--- config.mk ---
export PLATFORM = sky130hd
export DESIGN_NAME = fwd_unit
export DESIGN_NICKNAME = d
export VERILOG_FILES = /design/src/rtl/fwd_pkg.sv /design/src/rtl/fwd_match.sv /design/src/rtl/fwd_pick.sv /design/src/rtl/fwd_unit.sv
export SDC_FILE = /design/constraint.sdc
export NUM_CORES = 1
export LEC_CHECK = 0
export CORE_MARGIN = 2
export CORE_UTILIZATION = 31
export DETAILED_ROUTE_END_ITERATION = 10
export DONT_BUFFER_PORTS = 1
export GPL_TIMING_DRIVEN = 0
export PLACE_DENSITY = 0.51
export SYNTH_ARGS = -nofsm -noshare
export SYNTH_HDL_FRONTEND = slang
export SYNTH_SLANG_ARGS = --single-unit
--- constraint.sdc ---
create_clock -name vclk -period 2.05
set_input_delay 0.3075 -clock vclk [all_inputs]
set_output_delay 0.3075 -clock vclk [all_outputs]
set_load 0.02 [all_outputs]
--- src/rtl/fwd_pkg.sv ---
package fwd_pkg;

    typedef enum logic [1:0] {
        SRC_NORMAL = 2'd0,
        SRC_RESULT = 2'd1,
        SRC_ALU    = 2'd2
    } fwd_src_e;

endpackage

--- src/rtl/fwd_match.sv ---
// One comparison between a consumer index and a producer index.
module fwd_match #(
    parameter int W         = 5,
    parameter bit SKIP_ZERO = 1'b1
) (
    input  logic         cons_use,
    input  logic [W-1:0] cons_idx,
    input  logic         prod_ok,
    input  logic [W-1:0] prod_idx,
    output logic         hit
);
    logic same;
    assign same = (cons_idx == prod_idx);

    generate
        if (SKIP_ZERO) begin : g_skip
            assign hit = cons_use && prod_ok && same && (cons_idx != '0);
        end else begin : g_any
            assign hit = cons_use && prod_ok && same;
        end
    endgenerate
endmodule

--- src/rtl/fwd_pick.sv ---
// Youngest-first source selection for one consumer multiplexer.
module fwd_pick #(
    parameter bit ALLOW_YOUNG = 1'b1
) (
    input  logic       hit_young,
    input  logic       hit_old,
    output logic [1:0] sel,
    output logic       need_stall
);
    import fwd_pkg::*;

    fwd_src_e src;

    always_comb begin
        src        = SRC_NORMAL;
        need_stall = 1'b0;
        if (hit_young) begin
            if (ALLOW_YOUNG) begin
                src = SRC_ALU;
            end else begin
                need_stall = 1'b1;
            end
        end else if (hit_old) begin
            src = SRC_RESULT;
        end
    end

    assign sel = src;
endmodule

--- src/rtl/fwd_unit.sv ---
module fwd_unit #(
    parameter int REG_W   = 5,
    parameter int ADDR_W  = 16,
    parameter bit ALU_FWD = 1'b1
) (
    input  logic              ac_vld,
    input  logic              ac_uses_base,
    input  logic [REG_W-1:0]  ac_base,
    input  logic              of_vld,
    input  logic              of_uses_a,
    input  logic [REG_W-1:0]  of_src_a,
    input  logic              of_uses_b,
    input  logic [REG_W-1:0]  of_src_b,
    input  logic              of_mem_rd,
    input  logic [ADDR_W-1:0] of_addr,
    input  logic              of_wr_reg,
    input  logic [REG_W-1:0]  of_dst,
    input  logic              op_vld,
    input  logic              op_wr_reg,
    input  logic [REG_W-1:0]  op_dst,
    input  logic              op_wr_mem,
    input  logic [ADDR_W-1:0] op_addr,
    input  logic              os_vld,
    input  logic              os_wr_reg,
    input  logic [REG_W-1:0]  os_dst,
    input  logic              os_wr_mem,
    input  logic [ADDR_W-1:0] os_addr,
    output logic [1:0]        opa_sel,
    output logic [1:0]        opb_sel,
    output logic [1:0]        adr_sel,
    output logic              stall
);
    // producer qualifiers
    logic of_prod, op_prod, os_prod, op_mprod, os_mprod;
    assign of_prod  = of_vld && of_wr_reg;
    assign op_prod  = op_vld && op_wr_reg;
    assign os_prod  = os_vld && os_wr_reg;
    assign op_mprod = op_vld && op_wr_mem;
    assign os_mprod = os_vld && os_wr_mem;

    // consumer qualifiers
    logic use_a, use_rb, use_mb, use_base;
    assign use_a    = of_vld && of_uses_a;
    assign use_rb   = of_vld && of_uses_b && !of_mem_rd;
    assign use_mb   = of_vld && of_mem_rd;
    assign use_base = ac_vld && ac_uses_base;

    // operand A
    logic a_op, a_os, a_stall;
    fwd_match #(.W(REG_W)) u_a_op (.cons_use(use_a), .cons_idx(of_src_a),
        .prod_ok(op_prod), .prod_idx(op_dst), .hit(a_op));
    fwd_match #(.W(REG_W)) u_a_os (.cons_use(use_a), .cons_idx(of_src_a),
        .prod_ok(os_prod), .prod_idx(os_dst), .hit(a_os));
    fwd_pick #(.ALLOW_YOUNG(ALU_FWD)) u_a_pick (.hit_young(a_op), .hit_old(a_os),
        .sel(opa_sel), .need_stall(a_stall));

    // operand B, register flavour
    logic rb_op, rb_os, rb_stall;
    logic [1:0] rb_sel;
    fwd_match #(.W(REG_W)) u_rb_op (.cons_use(use_rb), .cons_idx(of_src_b),
        .prod_ok(op_prod), .prod_idx(op_dst), .hit(rb_op));
    fwd_match #(.W(REG_W)) u_rb_os (.cons_use(use_rb), .cons_idx(of_src_b),
        .prod_ok(os_prod), .prod_idx(os_dst), .hit(rb_os));
    fwd_pick #(.ALLOW_YOUNG(ALU_FWD)) u_rb_pick (.hit_young(rb_op), .hit_old(rb_os),
        .sel(rb_sel), .need_stall(rb_stall));

    // operand B, memory flavour: no bypass from the operate stage
    logic mb_op, mb_os, mb_stall;
    logic [1:0] mb_sel;
    fwd_match #(.W(ADDR_W), .SKIP_ZERO(1'b0)) u_mb_op (.cons_use(use_mb),
        .cons_idx(of_addr), .prod_ok(op_mprod), .prod_idx(op_addr), .hit(mb_op));
    fwd_match #(.W(ADDR_W), .SKIP_ZERO(1'b0)) u_mb_os (.cons_use(use_mb),
        .cons_idx(of_addr), .prod_ok(os_mprod), .prod_idx(os_addr), .hit(mb_os));
    fwd_pick #(.ALLOW_YOUNG(1'b0)) u_mb_pick (.hit_young(mb_op), .hit_old(mb_os),
        .sel(mb_sel), .need_stall(mb_stall));

    assign opb_sel = of_mem_rd ? mb_sel : rb_sel;

    // address adder base: only the result register is reachable
    logic g_of, g_op, g_os, g_stall;
    fwd_match #(.W(REG_W)) u_g_of (.cons_use(use_base), .cons_idx(ac_base),
        .prod_ok(of_prod), .prod_idx(of_dst), .hit(g_of));
    fwd_match #(.W(REG_W)) u_g_op (.cons_use(use_base), .cons_idx(ac_base),
        .prod_ok(op_prod), .prod_idx(op_dst), .hit(g_op));
    fwd_match #(.W(REG_W)) u_g_os (.cons_use(use_base), .cons_idx(ac_base),
        .prod_ok(os_prod), .prod_idx(os_dst), .hit(g_os));
    fwd_pick #(.ALLOW_YOUNG(1'b0)) u_g_pick (.hit_young(g_of || g_op), .hit_old(g_os),
        .sel(adr_sel), .need_stall(g_stall));

    assign stall = a_stall || rb_stall || mb_stall || g_stall;
endmodule

* After elaboration in Yosys (flattened, before gate mapping)
Index checks and enable logic that the tools add are counted.
Word-level totals: word-level logic and storage cells 61, bits of input ports 91, bits in registers 0, output and inout port bits 7
Operators by class: mux-type cells 11, eq/ne operators 9, reduce and logical (&&, ||, !) cells 41
Operators with widths (number):
- equality test 5 bit | 7
- logical AND 1 bit | 35
- equality test 16 bit | 2
- nonzero test 5 bit | 3
- 2-to-1 mux 2 bit | 5
- 2-to-1 mux 1 bit | 6
- logical OR 1 bit | 2
- logical NOT 1 bit | 1

* Logic depth before layout (Yosys ltp)
Gate-level depths: netlist of the first run.
word-level depth 8, gate-level depth with buffers 5

* Modules after synthesis
From an unflattened synthesis of the first run, not the netlist that was laid out.
Second synthesis, totals: cells, all modules 143, area total of the unflattened synthesis 1127.3 um^2
By module, submodules not included:
- fwd_match (u_a_op ...) | instances 7, area each 76.3 um^2, cells each 10
- fwd_match (u_mb_op ...) | instances 2, area each 183.9 um^2, cells each 22
- fwd_pick | instances 4, area each 32.5 um^2, cells each 4
- fwd_unit | instances 1, area each 95.1 um^2, cells each 13

* Worst setup path before layout of the first run
OpenSTA, ideal clock, no wires.
path kind input-to-output, start point input port of_src_b[1], end point output port opb_sel[0], slack 0.013 ns, arrival time 1.729 ns, cell stages on the path 4, path buffers 0, data required time 1.742 ns, cells stage by stage or4_4 o21ai_2 nor4_1 o32ai_1
Between the ends: longest elaborated chain between the ends 6, elaborated cells between the ends (all ways) 10, classes of those cells 2 x eq/ne; 3 x mux; 5 x reduce/logical
RTL lines:
- start, declared | RTL line fwd_unit.sv:13 | input logic [REG_W-1:0] of_src_b,
- equality test 5 bit | RTL line fwd_match.sv:13 | assign same = (cons_idx == prod_idx);
- logical AND 1 bit (2 in a row) | RTL line fwd_match.sv:17 | assign hit = cons_use && prod_ok && same && (cons_idx != '0);
- 2-to-1 mux 1 bit | RTL line fwd_pick.sv:23 | end else if (hit_old) begin
- 2-to-1 mux 2 bit (*) | RTL line fwd_pick.sv:17 | if (hit_young) begin
- 2-to-1 mux 2 bit (*) | RTL line fwd_unit.sv:77 | assign opb_sel = of_mem_rd ? mb_sel : rb_sel;
- end, declared | RTL line fwd_unit.sv:29 | output logic [1:0] opb_sel,
Mark *: on every way between the ends. The rest lies on a longest branch, timed or not.

* Worst setup path after layout of the first run
start point input port of_src_a[3], end point output port opa_sel[0]
Between the ends: elaborated cells between the ends (all ways) 9, classes of those cells 2 x eq/ne; 2 x mux; 5 x reduce/logical
RTL lines:
- start, declared | RTL line fwd_unit.sv:11 | input logic [REG_W-1:0] of_src_a,
- equality test 5 bit | RTL line fwd_match.sv:13
- logical AND 1 bit | RTL line fwd_match.sv:17
- logical AND 1 bit (*) | RTL line fwd_match.sv:17
- named net a_op | RTL line fwd_unit.sv:49 | logic a_op, a_os, a_stall;
- 2-to-1 mux 2 bit (*) | RTL line fwd_pick.sv:17
- end, declared | RTL line fwd_unit.sv:28 | output logic [1:0] opa_sel,
Mark *: on every way through the listed nets, which the timed path passes. The rest lies on a longest branch.

==> results of run 1 <==
[placed cells by master, fill, tap and decap left out, drive strengths merged, types with 2 or more instances in the layout]
cell type / instances
nor4: 12
nor2: 3
buf: 2
xor2: 47
nand4: 13
xnor2: 20
nand2: 2
nor3: 5
or4: 3
[layer usage]
layer | vias up | share of wire
met5 | - | 0
met4 | 0 | 0
met3 | 0 | 0.092
met2 | 33 | 0.51
met1 | 380 | 0.40
li1 | 411 | -
[cell families after synthesis]
logic type | Yosys count
xor gates and xnor gates | 67
and+or+nand+nor | 39
AOI/OAI and AO/OA | 5
buffers and inverters | 2
other | 1
[report_power, final]
part,switching [W],internal (W)
Clock,0,0
Combinational,0.0000502,0.0000780
Sequential,0,0
Total,0.0000502,0.0000780
[repair_timing]
| action | in CTS | in global routing |
|---|---|---|
| gates resized for setup | 2 | 1 |
| hold endpoints to repair | 0 | 0 |
| endpoints found under the setup margin | 1 | 2 |
[worst paths after layout]
check | startpoint | end | slack [ns] | cells after the start
max | of_src_a[3] | opa_sel[0] | 0.10 | 4
min | os_wr_reg | opa_sel[0] | 0.76 | 2
[final cells by class]
cell class         instances  area share
plain buffers              2     0.01596
multi-input cells        112      0.9428
well taps                 31     0.04122
[stage by stage]
step	worst slack (ns)	cell area, um2	hold slack [ns]
2_1_floorplan	0.01331	882.1	0.7564
3_3_place_gp	-0.1392	920.9	0.7643
3_5_place_dp	-0.1367	920.9	0.7654
4_1_cts	0.03588	934.6	0.7654
5_1_grt	0.02980	940.9	0.7822
6_report	0.1043	940.9	0.7636
[critical path, stage by stage]
cell and delay [ns]:
or4_1 0.53, o211ai_2 0.17, nor4_1 0.09, nor3_1 0.54
==> metrics.md, run 1 <==
| Metric | Value |
|---|---|
| Syn_nets | `205` |
| Final Hold Viols | `0` |
| Fillers | `298` |
| Sequential-to-total area share from yosys stat | `0` |
| Pins Over Slew Limit | `0` |
| Area leader, netlist | `xor2_1` |
| Via count of the first global-routing pass | `833` |
| Seq_cells | `0` |
| Hold crit path type | `in2out` |
| Min Tclk post-route | `1.946 ns` |
| CTS Hold Buffers Added | `0` |
| Setup CP Type | `in2out` |
| Initial antenna violation count | `0` |
| Slew HR | `0.5263` |
| Placer Congestion | `slightly below 0.9` |
| Core area | `roughly 0.0027 mm2` |
| Initial detailed-routing violation count | `15` |
| # rows | `19` |
| Unrepaired setup endpoints after global routing | `no` |
| Die Footprint | `0.003288 mm2` |
| Crit end category | `primary output` |
| Syn_area_per_cell | `7.738 um2` |
| Busiest grt layer | `met2` |
| Crit share post-route | `0.9491` |
| Met1 Use GR | `0.1896` |
| Required time of the critical path | `roughly 1.7 ns` |
| GRT Resource Usage Total | `0.1447` |
| Power per cell area | `136.3 mW/mm2` |
| Die X | `57.34 um` |
| Maxcap violations | `0` |
| Critical path arrival | `1.64 ns` |
| Largest net degree at the start of global routing | `6` |
| Commonest cells in the synthesized netlist | `xor2_1 (47), xnor2_1 (20), nand4_1 (13), nor4_1 (12), nor3_1 (5)` |
| Routed wire per std cell | `between 15 and 20 um` |
| Share of layout cells above drive strength 1 | `0.07018` |
| PnR Total Power | `0.0001282 W` |
| Maximum VDD drop | `0.05789 mV` |
| Final cell count without fillers | `145` |
| Most common cell in the netlist | `xor2_1` |
| Synthesis warning total | `0` |
| Pre-Repair DR Iteration Count | `3` |
| Nets | `between 200 and 250` |
| Post-synthesis adder-cell area fraction | `0` |
| M2 GR Usage | `0.2451` |
| Detail Route Antenna Nets | `0` |
| Setup TNS | `0 ns` |
| Via count | `approximately 820` |
| Complex-gate fraction of the synthesized area | `0.04965` |
| Initial Utilization | `0.3227` |
| Die Y | `between 50 and 60 um` |
| Mux contribution to synthesized area | `0` |
| Area of the multi-input gates | `887.1 um2` |
| Vias/cell | `5.683` |
| Synth top area cells | `xor2_1 (47%), xnor2_1 (20%), nand4_1 (9.2%), nor4_1 (8.5%), nor3_1 (2.8%)` |
| Post-Synthesis Cells | `114` |
| I/O pin total | `98` |
| Layout clock buffer count | `0` |
| Leak Pwr | `0.3031 nW` |
| Fmax | `513.9 MHz` |
| FF+latch area | `0 um2` |
| Area growth syn-to-layout | `6.667%` |
| Post-DP HPWL | `2.446 mm` |
| Synthesized area | `882.1 um2` |
| Number of setup buffers added after CTS | `0` |
| Grt ovf | `0` |
| Post-Synth Simple-Gate Area | `0.2638` |
| Drt drc | `0` |
| Port Buffer Count | `0` |
| Finish-stage setup viols | `0` |
| CP Max Fanout | `3` |
| Largest family of logic cells by synthesized area | `XOR/XNOR gates` |
| Synth Area in XOR/XNOR | `0.6652` |
| Detailed Route WL | `2.629 mm` |
| Ant diodes | `0` |
| Post-synthesis cell type count | `17` |
| Top cell type's share of synthesized area | `0.4667` |
| Global-route met3 utilization | `0.04989` |
| Startpoint types | `input port` |
| Worst slew pin tran | `0.7047 ns` |
| Dpl cells | `145` |
| First-pass GRT wire length | `3.815 mm` |
| Final core occ | `0.3442` |
| Status | `finished clean` |
Power figures use the tool's default switching activity.
==> run 2, diff against run 1 <==
--- a/config.mk
+++ b/config.mk
@@ -5,6 +5,7 @@
 export SDC_FILE = /design/constraint.sdc
 export NUM_CORES = 1
 export LEC_CHECK = 0
+export ABC_AREA = 1
 export CORE_MARGIN = 2
 export CORE_UTILIZATION = 31
 export DETAILED_ROUTE_END_ITERATION = 10
==> run 2 against run 1 <==
  * Flip-flop and latch count unchanged
  * Critical path depth unchanged
  * Maximum frequency grew 35%
  * Highest routed layer unchanged
==> metrics.md, run 2 <==
| Metric | Value |
|---|---|
| Post-synthesis adder-cell area fraction | `0 (unchanged)` |
| PnR Total Power | `0.0001694 W (+32%)` |
| Vias/cell | `4.598 (-19%)` |
| Top delay family on crit path | `simple AND/OR/NAND/NOR gates` |
| Synthesis warning total | `0 (unchanged)` |
| Die Footprint | `0.004388 mm2 (+33%)` |
| Sequential-to-total area share from yosys stat | `0 (unchanged)` |
| Via count of the first global-routing pass | `1,326 (+59%)` |
| Status | `finished clean` |
| Die X | `66.25 um (+16%)` |
| # rows | `22 (+3)` |
| Post-DP HPWL | `3.202 mm (+31%)` |
| Hold crit path type | `in2out` |
| Area leader, netlist | `nand2_1` |
| Finish-stage setup viols | `0 (unchanged)` |
| GRT Resource Usage Total | `0.1509 (+0.006178)` |
| Via count | `1,384 (+68%)` |
| Maxcap violations | `0 (unchanged)` |
| Power per cell area | `134.3 mW/mm2 (-1.5%)` |
| Cell mode on critical path | `nor2_1` |
| Synth top area cells | `nand2_1 (27%), inv_1 (14%), nor2_1 (11%), xnor2_1 (10%), xor2_1 (10%)` |
| Synthesized area | `0.001201 mm2 (+36%)` |
| Detailed Route WL | `3.404 mm (+29%)` |
| Pre-Repair DR Iteration Count | `4 (+1)` |
| Largest net degree at the start of global routing | `7 (+1)` |
| Post-Synthesis Cells | `253 (+120%)` |
| Layout clock buffer count | `0 (unchanged)` |
| Ant diodes | `0 (unchanged)` |
| Placer Congestion | `0.8432 (-4.2%)` |
| Syn_nets | `344 (+68%)` |
| CTS Hold Buffers Added | `0 (unchanged)` |
| Initial antenna violation count | `0 (unchanged)` |
| Commonest cells in the synthesized netlist | `nand2_1 (88), inv_1 (46), nor2_1 (36), xnor2_1 (14), xor2_1 (14)` |
| Top cell type's share of synthesized area | `0.2750 (-0.1917)` |
| Routed wire per std cell | `11.31 um (-38%)` |
| Fmax | `695.6 MHz (+35%)` |
| CP max stage cell | `nor2_1` |
| Syn_area_per_cell | `4.748 um2 (-39%)` |
| Nets | `346 (+67%)` |
| Crit end category | `primary output` |
| Commonest non-fill, non-tap cell in the layout | `nand2_1` |
| Pins Over Slew Limit | `0 (unchanged)` |
| Synth Area in XOR/XNOR | `0.2042 (-0.4611)` |
| Number of setup buffers added after CTS | `0 (unchanged)` |
| Unrepaired setup endpoints after global routing | `no` |
| FF+latch area | `0 um2 (unchanged)` |
| Crit share post-route | `0.7013 (-0.2478)` |
| Die Y | `66.25 um (+16%)` |
| Max incr delay on CP | `0.33 ns (-0.21 ns)` |
| Required time of the critical path | `1.74 ns (about the same)` |
| Mux contribution to synthesized area | `0 (unchanged)` |
| WP buf/inv | `0 (unchanged)` |
| Crit-path cells | `or2_1, o211ai_1, nor2_1, nor2_1` |
| Grt ovf | `0 (unchanged)` |
| Core area | `0.003689 mm2 (+35%)` |
| I/O pin total | `98 (unchanged)` |
| Post-Synth Simple-Gate Area | `0.5125 (+0.2487)` |
| Post-cts repair resize count | `0 (-2)` |
| Initial detailed-routing violation count | `38 (+23)` |
| Critical path arrival | `1.13 ns (-0.51 ns)` |
| Final Hold Viols | `0 (unchanged)` |
| Area growth syn-to-layout | `5.000%` |
| Area of the multi-input gates | `994.7 um2 (+12%)` |
| Setup TNS | `0 ns (unchanged)` |
| Maximum VDD drop | `0.05260 mV (-9.1%)` |
| Most common cell in the netlist | `nand2_1` |
| Drt drc | `0 (unchanged)` |
| Complex-gate fraction of the synthesized area | `0.1083 (+0.05869)` |
| Fillers | `470 (+58%)` |
| Detail Route Antenna Nets | `0 (unchanged)` |
| Share of layout cells above drive strength 1 | `0.02767 (-0.04251)` |
| Post-synthesis cell type count | `24 (+7)` |
| Most frequent cells in the layout | `nand2_1 (88), inv_1 (46), nor2_1 (36), xnor2_1 (14), xor2_1 (14)` |
| Largest family of logic cells by synthesized area | `simple AND/OR/NAND/NOR gates` |
| Seq_cells | `0 (unchanged)` |
| Startpoint types | `input port` |
| Min Tclk post-route | `1.438 ns (-0.5080 ns)` |
| Port Buffer Count | `0 (unchanged)` |
| First-pass GRT wire length | `5.375 mm (+41%)` |
| Initial Utilization | `0.3256 (+0.002990)` |
| CP Max Fanout | `4 (+1)` |
| Setup CP Type | `in2out` |
| Leak Pwr | `0.7279 nW (+140%)` |
## run 2: cell count changes in the layout (fill, tap and decap cells not counted), sizes merged, moves of 3 or more
cell,previous run,this run
or4,3,0
xnor2,20,14
o22ai,0,5
nor2,3,36
nand4,13,5
nor4,12,0
or2,0,3
inv,0,49
nand3,0,12
a21oi,0,6
nand2,2,88
xor2,47,14
o21ai,1,7
## run 2: logic make-up after synthesis
logic type | after synthesis
other cells | 1
xor+xnor | 28
compound gates | 22
simple gates | 149
buf+inv | 53
## run 2: worst paths after layout
check	cells past startpoint	slack, ns	endpoint	from
worst max-delay path	4	0.61	opa_sel[0]	of_src_a[2]
worst min-delay path	2	0.82	opb_sel[1]	of_vld
## run 2: report_power, final
part	leakage, nW	switching [W]	internal, W
registers	0	0	0
logic	0.728	0.0000853	0.0000841
clock network	0	0	0
total	0.728	0.0000853	0.0000841
## run 2: through the flow
stage	hold slack, ns	instance area [um2]	cells	worst slack, ns	util
2_1_floorplan	0.7979	1201	253	0.6683	-
3_3_place_gp	0.8239	1261	301	0.6078	0.3419
3_5_place_dp	0.8233	1261	301	0.5979	0.3419
4_1_cts	0.8233	1261	301	0.5979	0.3419
5_1_grt	0.8396	1261	301	0.4967	0.3419
6_report	0.8175	1261	301	0.6123	0.3419
## run 2: area by class of cell
type,count,area share
Tap cell,48,0.04762
Buffer,2,0.01190
Inverter,51,0.1518
Multi-Input combinational cell,200,0.7887
## run 2: routing by layer
| metal | wire length (um) | part of all wire | vias to the layer above | track usage |
|---|---|---|---|---|
| met5 | 0 | 0 | - | 0 |
| met4 | 0 | 0 | 0 | 0.01020 |
| met3 | 383 | 0.11 | 0 | 0.03407 |
| met2 | 1621 | 0.48 | 53 | 0.2775 |
| met1 | 1399 | 0.41 | 566 | 0.1845 |
| li1 | - | - | 765 | - |
==> run 3, diff against run 2 <==
--- a/config.mk
+++ b/config.mk
@@ -11,7 +11,7 @@
 export DETAILED_ROUTE_END_ITERATION = 10
 export DONT_BUFFER_PORTS = 1
 export GPL_TIMING_DRIVEN = 0
-export PLACE_DENSITY = 0.51
+export PLACE_DENSITY = 0.52
 export SYNTH_ARGS = -nofsm -noshare
 export SYNTH_HDL_FRONTEND = slang
 export SYNTH_SLANG_ARGS = --single-unit
==> constraint.sdc (replaced) <==
create_clock -name vclk -period 1.2
set_input_delay 0.18 -clock vclk [all_inputs]
set_output_delay 0.18 -clock vclk [all_outputs]
set_load 0.02 [all_outputs]
==> run 3 against run 2 <==
  * First-iteration DRC count is 26% higher
  * Via count is 1.4% higher
  * Worst hold slack worse by 0.27 ns
  * Sequential share of layout area stayed put
  * Routed wire length is 1.8% higher
  * Flip-flop and latch count stayed put
  * Critical endpoint unchanged
==> metrics.md, run 3 (synthesis gave the netlist of run 2 again) <==
| Metric | Value |
|---|---|
| Finish-stage setup viols | `0 (unchanged)` |
| Via count | `1,404 (+1.4%)` |
| Final Cell Area | `0.001289 mm2 (+2.2%)` |
| Share of layout cells above drive strength 1 | `0.06324 (+0.03557)` |
| Maximum VDD drop | `0.08983 mV (+71%)` |
| Final Hold Viols | `0 (unchanged)` |
| Min Tclk post-route | `approximately 1.2 ns` |
| Maxcap violations | `0 (unchanged)` |
| Seq_cells | `0 (unchanged)` |
| Status | `finished clean` |
| Met3 WL | `362 um (-5.5%)` |
| Core area | `0.003689 mm2 (unchanged)` |
| FF+latch area | `0 um2 (unchanged)` |
| Setup CP Type | `in2out` |
| # rows | `22 (unchanged)` |
| CTS Hold Buffers Added | `0 (unchanged)` |
| Number of setup buffers added after CTS | `0 (unchanged)` |
| Crit end category | `primary output` |
| Max incr delay on CP | `0.32 ns (about the same)` |
| Initial antenna violation count | `0 (unchanged)` |
| Sequential share of power | `0 (unchanged)` |
| Die Y | `66.25 um (unchanged)` |
| Largest net degree at the start of global routing | `7 (unchanged)` |
| CP max stage cell | `nor2_1` |
| Worst hold start | `of_vld` |
| Switch share | `0.5080 (+0.004445)` |
| Crit-path cells | `or2_1, o211ai_1, nor2_1, nor2_1` |
| Fillers | `450 (-4.3%)` |
| I/O pin total | `98 (unchanged)` |
| Initial Utilization | `0.3256 (unchanged)` |
| First-pass GRT wire length | `5.361 mm (-0.26%)` |
| Commonest non-fill, non-tap cell in the layout | `nand2_1` |
| Critical path arrival | `1.00 ns (-0.13 ns)` |
| CP Max Fanout | `4 (unchanged)` |
| Via count of the first global-routing pass | `1,359 (+2.5%)` |
| Most frequent cells in the layout | `nand2_1 (86), inv_1 (45), nor2_1 (32), xnor2_1 (14), xor2_1 (13)` |
| Combinational power share | `1.000 (about the same)` |
| Max layer used | `met3` |
| Hold EP | `opb_sel[1]` |
| Worst hold stages | `2 (unchanged)` |
| Nets | `346 (unchanged)` |
| Startpoint types | `input port` |
| Leak Pwr | `0.7265 nW (-0.20%)` |
| Met1 Wirelength | `1.489 mm (+6.4%)` |
| Initial detailed-routing violation count | `48 (+26%)` |
| Power per cell area | `230.9 mW/mm2 (+72%)` |
| Setup TNS | `0 ns (unchanged)` |
| Pins Over Slew Limit | `0 (unchanged)` |
| PnR Total Power | `0.0002975 W (+76%)` |
| Placer Congestion | `0.8751 (+3.8%)` |
| Area growth syn-to-layout | `7.292%` |
| Post-DP HPWL | `3.162 mm (-1.2%)` |
| Port Buffer Count | `0 (unchanged)` |
| Crit share post-route | `0.9841` |
| Final core occ | `0.3494 (+0.007462)` |
| Required time of the critical path | `1.02 ns (-0.72 ns)` |
| Routed wire per std cell | `11.51 um (+1.8%)` |
| Internal | `0.0001464 W (+74%)` |
| Pre-Repair DR Iteration Count | `4 (unchanged)` |
| Clock share of power | `0 (unchanged)` |
| Met2 wire len | `1.612 mm (-0.56%)` |
| Vias/cell | `4.664 (+1.4%)` |
| Unrepaired setup endpoints after global routing | `yes` |
| Hold crit path type | `in2out` |
| Die X | `66.25 um (unchanged)` |
| Top delay family on crit path | `simple AND/OR/NAND/NOR gates` |
| Fmax | `~850 MHz` |
| Layout clock buffer count | `0 (unchanged)` |
| Cell mode on critical path | `nor2_1` |
| Detail Route Antenna Nets | `0 (unchanged)` |
| Ant diodes | `0 (unchanged)` |
| Placed cell area | `0.001261 mm2 (unchanged)` |
| WP buf/inv | `0 (unchanged)` |
| Grt ovf | `0 (unchanged)` |
| Detailed Route WL | `3.464 mm (+1.8%)` |
| Psw | `0.0001512 W (+77%)` |
| Drt drc | `0 (unchanged)` |
| GRT Resource Usage Total | `0.1509 (unchanged)` |
| Die Footprint | `0.004388 mm2 (unchanged)` |
==> run 3: cell count changes in the layout (fill, tap and decap cells not counted) <==
cell and delta:
nand2_1 -2, nand2_2 +2, nor3_2 +1, nor2_2 +4, xor2_1 -1, nor3_1 -1
inv_2 +1, xor2_2 +1, inv_1 -1, nor2_1 -4
==> run 3: routing by layer <==
metal	global-route usage	vias up
met5	0	-
li1	-	764
met4	0.01276	0
met3	0.03237	0
met1	0.1875	584
met2	0.2738	56
==> run 3: timing repair <==
item                                    in CTS  in global routing
endpoints found under the setup margin       0                  5
hold endpoints to repair                     0                  0
resized for setup                            0                  9
==> run 3: area by class of cell <==
type	instances	area (um2)	area share
well taps	48	60.06	0.04660
plain buffers	2	15.01	0.01165
multi-input cells	200	1022	0.7932
inverters	51	191.4	0.1485
==> run 3: power by group through the flow <==
stage / registers, W / logic (W) / clock network (W)
after global routing: 0 / 0.000352 / 0
after detailed placement: 0 / 0.000292 / 0
after floorplan: 0 / 0.000254 / 0
final: 0 / 0.000298 / 0
after CTS: 0 / 0.000294 / 0
after global placement: 0 / 0.000290 / 0
==> run 3: how the worst max path moves through the flow <==
| stage | from | end | slack [ns] | cells past startpoint |
|---|---|---|---|---|
| after floorplan | of_src_a[2] | opa_sel[0] | 0.07 | 4 |
| after global placement | of_src_a[2] | opa_sel[0] | 0.01 | 4 |
| after global routing | of_addr[15] | opb_sel[0] | -0.03 | 8 |
| final | of_src_a[2] | opa_sel[0] | 0.02 | 4 |
| after CTS | of_src_a[2] | opa_sel[0] | 0.01 | 4 |
| after detailed placement | of_src_a[2] | opa_sel[0] | 0.01 | 4 |
==> run 3: metrics by stage <==
step                std cells  hold WS [ns]  worst slack [ns]
floorplan                 253        0.5429           0.07333
global placement          301        0.5694           0.01409
detailed placement        301        0.5725           0.01099
CTS                       301        0.5725           0.01100
global route              301        0.5601          -0.02693
finish                    301        0.5522           0.01912
